File: src/rtl/sar_ctrl_pkg.sv
package sar_ctrl_pkg;

   typedef enum logic [0:0] {
      SAR_IDLE = 1'b0,
      SAR_CONV = 1'b1
   } sar_state_e;

endpackage

File: src/rtl/sar_ctrl_seq.sv
module sar_ctrl_seq
   import sar_ctrl_pkg::*;
#(
   parameter int WIDTH = 8
) (
   input  logic             clk,
   input  logic             rst,
   input  logic             start_i,
   output sar_state_e       state_o,
   output logic [WIDTH-1:0] mask_o,
   output logic             accept_o,
   output logic             decide_o,
   output logic             last_o
);

   localparam logic [WIDTH-1:0] TOP_MASK = {1'b1, {(WIDTH-1){1'b0}}};

   sar_state_e       state_q;
   logic [WIDTH-1:0] mask_q;

   assign accept_o = (state_q == SAR_IDLE) && start_i;
   assign decide_o = (state_q == SAR_CONV);
   assign last_o   = decide_o && mask_q[0];

   // One-hot pointer to the bit under test walks from MSB to LSB.
   always_ff @(posedge clk) begin
      if (rst) begin
         state_q <= SAR_IDLE;
         mask_q  <= '0;
      end else if (accept_o) begin
         state_q <= SAR_CONV;
         mask_q  <= TOP_MASK;
      end else if (decide_o) begin
         mask_q <= mask_q >> 1;
         if (last_o) begin
            state_q <= SAR_IDLE;
         end
      end
   end

   assign state_o = state_q;
   assign mask_o  = mask_q;

endmodule

File: src/rtl/sar_ctrl_trial.sv
module sar_ctrl_trial #(
   parameter int WIDTH = 8
) (
   input  logic             clk,
   input  logic             rst,
   input  logic             accept_i,
   input  logic             decide_i,
   input  logic             last_i,
   input  logic [WIDTH-1:0] mask_i,
   input  logic             cmp_i,
   output logic [WIDTH-1:0] trial_o,
   output logic [WIDTH-1:0] code_o
);

   logic [WIDTH-1:0] trial_q;
   logic [WIDTH-1:0] next_mask;

   assign next_mask = mask_i >> 1;

   // Code with the bit under test already resolved.
   assign code_o = (trial_q & ~mask_i) | (mask_i & {WIDTH{cmp_i}});

   for (genvar i = 0; i < WIDTH; i++) begin : g_bit
      localparam logic IS_TOP = (i == WIDTH - 1);
      always_ff @(posedge clk) begin
         if (rst) begin
            trial_q[i] <= 1'b0;
         end else if (accept_i) begin
            trial_q[i] <= IS_TOP;
         end else if (last_i) begin
            trial_q[i] <= 1'b0;
         end else if (decide_i) begin
            if (mask_i[i]) begin
               trial_q[i] <= cmp_i;
            end else if (next_mask[i]) begin
               trial_q[i] <= 1'b1;
            end
         end
      end
   end

   assign trial_o = trial_q;

endmodule

File: src/rtl/sar_ctrl_out.sv
module sar_ctrl_out #(
   parameter int WIDTH     = 8,
   parameter bit SERIAL_EN = 1'b1
) (
   input  logic             clk,
   input  logic             rst,
   input  logic             decide_i,
   input  logic             last_i,
   input  logic             cmp_i,
   input  logic [WIDTH-1:0] code_i,
   output logic [WIDTH-1:0] result_o,
   output logic             done_o,
   output logic             ser_bit_o,
   output logic             ser_valid_o
);

   logic [WIDTH-1:0] result_q;
   logic             done_q;

   always_ff @(posedge clk) begin
      if (rst) begin
         result_q <= '0;
         done_q   <= 1'b0;
      end else begin
         done_q <= last_i;
         if (last_i) begin
            result_q <= code_i;
         end
      end
   end

   assign result_o = result_q;
   assign done_o   = done_q;

   if (SERIAL_EN) begin : g_serial
      logic bit_q;
      logic valid_q;
      always_ff @(posedge clk) begin
         if (rst) begin
            bit_q   <= 1'b0;
            valid_q <= 1'b0;
         end else begin
            valid_q <= decide_i;
            bit_q   <= decide_i & cmp_i;
         end
      end
      assign ser_bit_o   = bit_q;
      assign ser_valid_o = valid_q;
   end else begin : g_no_serial
      logic unused_serial;
      assign unused_serial = decide_i ^ cmp_i;
      assign ser_bit_o     = 1'b0;
      assign ser_valid_o   = 1'b0;
   end

endmodule

File: src/rtl/sar_ctrl.sv
module sar_ctrl
   import sar_ctrl_pkg::*;
#(
   parameter int WIDTH     = 8,
   parameter bit SERIAL_EN = 1'b1
) (
   input  logic             clk,
   input  logic             rst,
   input  logic             start_i,
   input  logic             cmp_above_i,
   output logic [WIDTH-1:0] trial_o,
   output logic             busy_o,
   output logic             done_o,
   output logic [WIDTH-1:0] result_o,
   output logic             ser_bit_o,
   output logic             ser_valid_o
);

   initial begin : p_param_check
      if (WIDTH < 2 || WIDTH > 24) begin
         $fatal(1, "sar_ctrl: WIDTH must lie in 2..24");
      end
   end

   sar_state_e       state;
   logic [WIDTH-1:0] mask;
   logic             accept;
   logic             decide;
   logic             last;
   logic [WIDTH-1:0] code;

   sar_ctrl_seq #(.WIDTH(WIDTH)) u_seq (
      .clk      (clk),
      .rst      (rst),
      .start_i  (start_i),
      .state_o  (state),
      .mask_o   (mask),
      .accept_o (accept),
      .decide_o (decide),
      .last_o   (last)
   );

   sar_ctrl_trial #(.WIDTH(WIDTH)) u_trial (
      .clk      (clk),
      .rst      (rst),
      .accept_i (accept),
      .decide_i (decide),
      .last_i   (last),
      .mask_i   (mask),
      .cmp_i    (cmp_above_i),
      .trial_o  (trial_o),
      .code_o   (code)
   );

   sar_ctrl_out #(.WIDTH(WIDTH), .SERIAL_EN(SERIAL_EN)) u_out (
      .clk         (clk),
      .rst         (rst),
      .decide_i    (decide),
      .last_i      (last),
      .cmp_i       (cmp_above_i),
      .code_i      (code),
      .result_o    (result_o),
      .done_o      (done_o),
      .ser_bit_o   (ser_bit_o),
      .ser_valid_o (ser_valid_o)
   );

   assign busy_o = (state == SAR_CONV);

endmodule

File: config.mk
export PLATFORM = sky130hd
export DESIGN_NAME = sar_ctrl
export DESIGN_NICKNAME = d
export VERILOG_FILES = /design/src/rtl/sar_ctrl_pkg.sv /design/src/rtl/sar_ctrl_seq.sv /design/src/rtl/sar_ctrl_trial.sv /design/src/rtl/sar_ctrl_out.sv /design/src/rtl/sar_ctrl.sv
export SDC_FILE = /design/constraint.sdc
export NUM_CORES = 1
export LEC_CHECK = 0
export BUFFER_PORTS_ARGS = -buffer_cell sky130_fd_sc_hd__buf_2
export CORE_MARGIN = 1
export CORE_UTILIZATION = 52
export DETAILED_ROUTE_END_ITERATION = 8
export PLACE_DENSITY_LB_ADDON = 0.1
export SYNTH_ARGS = -nofsm -noshare
export SYNTH_HDL_FRONTEND = slang
export SYNTH_SLANG_ARGS = --single-unit
File: constraint.sdc
create_clock -name clk -period 1.1 [get_ports clk]
set_input_delay 0.055 -clock clk [delete_from_list [all_inputs] [get_ports clk]]
set_output_delay 0.055 -clock clk [all_outputs]
set_load 0.005 [all_outputs]
==> flow_summary.json <==
{
  "vias": 910,
  "hp-class": "in -> reg",
  "tightest_slew_ns": 0.313,
  "syn2layout_area_growth_pct": 18.5,
  "grt-ovfl-total": 0,
  "fillers": 161,
  "crit_chain": "buf_6 > a21o_4 > a2111oi_4",
  "critical_path.max_stage_delay_ns": 0.36,
  "end_kind": "register",
  "grt_pass1_wl_mm": 3.82,
  "timing_worst_setup_path_type": "reg -> reg",
  "startpoint_type": "register",
  "die_area_sq_um": 2370,
  "clkLatencyLatePin_ns": 0.33,
  "drt-initial-drc-count": 19,
  "fp-row-count": 16,
  "synth-seq-cells": 28,
  "wirelength_mm": 2.22,
  "layout_setup_ws_ns": 0.0114,
  "setup_tns_ns": 0,
  "coreArea_sq_um": 2000,
  "setup_viol": 0,
  "crit_arrival_ns": 1.33,
  "die_h_um": 48.7,
  "ios": 24,
  "cts-root-buf": "clkbuf_4",
  "internal_power_mw": 1.22,
  "holdWs_ns": 0.0289,
  "layout_min_cycle_time_ns": 1.09,
  "swShare_pct": 24.3,
  "globalplace.congestion": 0.735,
  "cp.required_ns": 1.34,
  "final_max_slew_viol_count": 0,
  "grt_setup_unrepaired": "yes",
  "clk_pin_slew_worst_paths_ns": 0.14,
  "status": "complete, no violations",
  "pwr-share-seq_pct": 64.7,
  "power_density_nw_per_um2": 1200,
  "place_ws_ns": 0.0173,
  "synthDistinctLibCells": 24,
  "port_buffers": 23,
  "netlist_area_sq_um": 1130,
  "drt-pass1-iter-count": 6,
  "fin_worst_skew_ns": 0.00645,
  "busiest_layer": "met2",
  "cts_buffers": 3,
  "synthesis.nets": 116,
  "finalPower_mw": 1.61,
  "drive_gt1_share_pct": 36.0,
  "hold_viol": 0,
  "cts_tree": "done",
  "grt_max_degree": 18,
  "synth.avg_cell_area_sq_um": 10.1,
  "ctsLongestPathBuffers": 2,
  "synth_warnings": 0,
  "met2_usage_pct": 34.3,
  "seq_area_frac_synth_pct": 49.4,
  "die_width_um": 48.7,
  "grt_pass1_vias": 809,
  "period_share_pct": 99.0,
  "max_freq_ghz": 0.919,
  "slew_headroom_pct": 79.0,
  "routedWlPerCell_um": 13.3,
  "leakagePower_nw": 0.515,
  "combPwrFrac_pct": 9.8,
  "start_util_pct": 56.7,
  "grt.total_usage_pct": 21.0,
  "diodes": 0,
  "met1_usage_pct": 27.2,
  "cts.sinks": 28,
  "switching_power_mw": 0.393,
  "avgViaCountPerCell": 5.48,
  "htreeDepth": 1,
  "antenna_found_initial": 0,
  "clockPowerShare_pct": 25.5,
  "hold_buffers": 0,
  "peakVddDrop_uv": 852,
  "drc": 0,
  "met3_usage_pct": 3.77,
  "fin_nets": 145,
  "drv_cap": 0,
  "path_max_fanout": 8,
  "dp_hpwl_mm": 1.58,
  "synth_cells": 112,
  "ant_nets": 0,
  "critPathSlowestCell": "dfxtp_2"
}
## stage by stage
stage	util [%]	cells	instance area (sq um)
CTS	65.8	166	1320
global placement	64.1	162	1280
global route	67.2	166	1350
detailed placement	64.1	162	1280
finish	67.2	166	1350
floorplan	-	112	1130
## routing by layer
metal	share of wire (%)	up-vias	routed length [um]
met5	0	-	0
met4	1.7	0	38
met3	4.3	5	96
met2	45	27	1010
met1	49	420	1080
li1	-	458	-
## synth_stat cells
library cell | count | area share [%]
o21ai_1 | 8 | 3.5
a32o_1 | 1 | 0.88
inv_1 | 1 | 0.33
nor2_1 | 10 | 3.3
and2_1 | 1 | 0.55
a21oi_1 | 14 | 6.2
buf_6 | 2 | 2.0
a21oi_2 | 1 | 0.77
clkbuf_1 | 1 | 0.33
nor3b_1 | 7 | 4.6
nand2_1 | 8 | 2.6
nand2_2 | 1 | 0.55
dfxtp_1 | 28 | 49
mux2i_1 | 7 | 6.2
a2111oi_4 | 1 | 2.4
a211oi_1 | 1 | 0.66
buf_2 | 1 | 0.44
and2b_4 | 1 | 0.88
inv_2 | 1 | 0.33
buf_4 | 2 | 1.3
a21o_4 | 1 | 1.3
nor2b_4 | 1 | 1.2
nor3_1 | 8 | 3.5
a2111oi_2 | 5 | 6.6
## cells in the final DEF (no fill, tap or decap), types with 3 or more instances in the layout
cell | Yosys | final
a2111oi_2 | 5 | 5
a21oi_1 | 14 | 14
buf_2 | 1 | 23
buf_4 | 2 | 4
buf_6 | 2 | 3
clkbuf_4 | 0 | 3
dfxtp_1 | 28 | 27
mux2i_1 | 7 | 7
nand2_1 | 8 | 8
nor2_1 | 10 | 10
nor3_1 | 8 | 8
nor3b_1 | 7 | 3
nor3b_2 | 0 | 4
o21ai_1 | 8 | 8
## power groups by stage
stage	Clock, mW	Combinational, mW	Sequential (mW)
5_1_grt	0.455	0.172	1.05
4_1_cts	0.421	0.150	1.04
2_1_floorplan	0	0.109	1.06
3_5_place_dp	0	0.145	1.06
3_3_place_gp	0	0.142	1.06
6_report	0.412	0.158	1.04
## state kept, by name (all words and copies together), names as in the netlist
name	cells
u_seq.mask_o	8
u_out.ser_valid_o	1
u_out.result_o	8
u_trial.trial_o	8
u_seq.decide_o	1
u_out.done_o	1
u_out.ser_bit_o	1
## path summary, 6_finish.rpt
path / depth (start not counted) / endpoint / startpoint / slack (ns)
worst max-delay path: 3 / u_trial.trial_o[5] / u_seq.decide_o / 0.01
worst min register to register: 2 / u_out.result_o[3] / u_out.result_o[3] / 0.46
worst max register to register: 3 / u_trial.trial_o[5] / u_seq.decide_o / 0.01
worst min-delay path: 2 / u_seq.mask_o[5] / rst / 0.03
## what timing repair did
action | CTS | global route
endpoints found under the setup margin | 2 | 13
pin swaps | 2 | 4
cloned | 0 | 0
setup buffers | 1 | 0
resized for setup | 2 | 6
## worst max-delay path: cells and delay by family (launching register included)
| kind | cells | cell delay, ns |
|---|---|---|
| AOI/OAI and AO/OA | 2 | 0.51 |
| DFF | 1 | 0.36 |
| buffers and inverters | 1 | 0.13 |
## area by class of cell
| type | count | area [sq um] | share of cell area [%] |
|---|---|---|---|
| multi-input combinational | 76 | 541 | 40.2 |
| clock buffer | 3 | 22.5 | 1.67 |
| timing repair buffer | 30 | 179 | 13.3 |
| tap | 27 | 33.8 | 2.51 |
| sequential | 28 | 562 | 41.8 |
| inverter | 2 | 7.51 | 0.558 |
## cell families after synthesis
logic type | synth area share (%)
AND/OR/NAND/NOR | 17.3
AO/OA/AOI/OAI | 22.4
flip-flops | 49.4
buffers and inverters | 4.74
multiplexers | 6.17
Power figures use the tool's default switching activity.
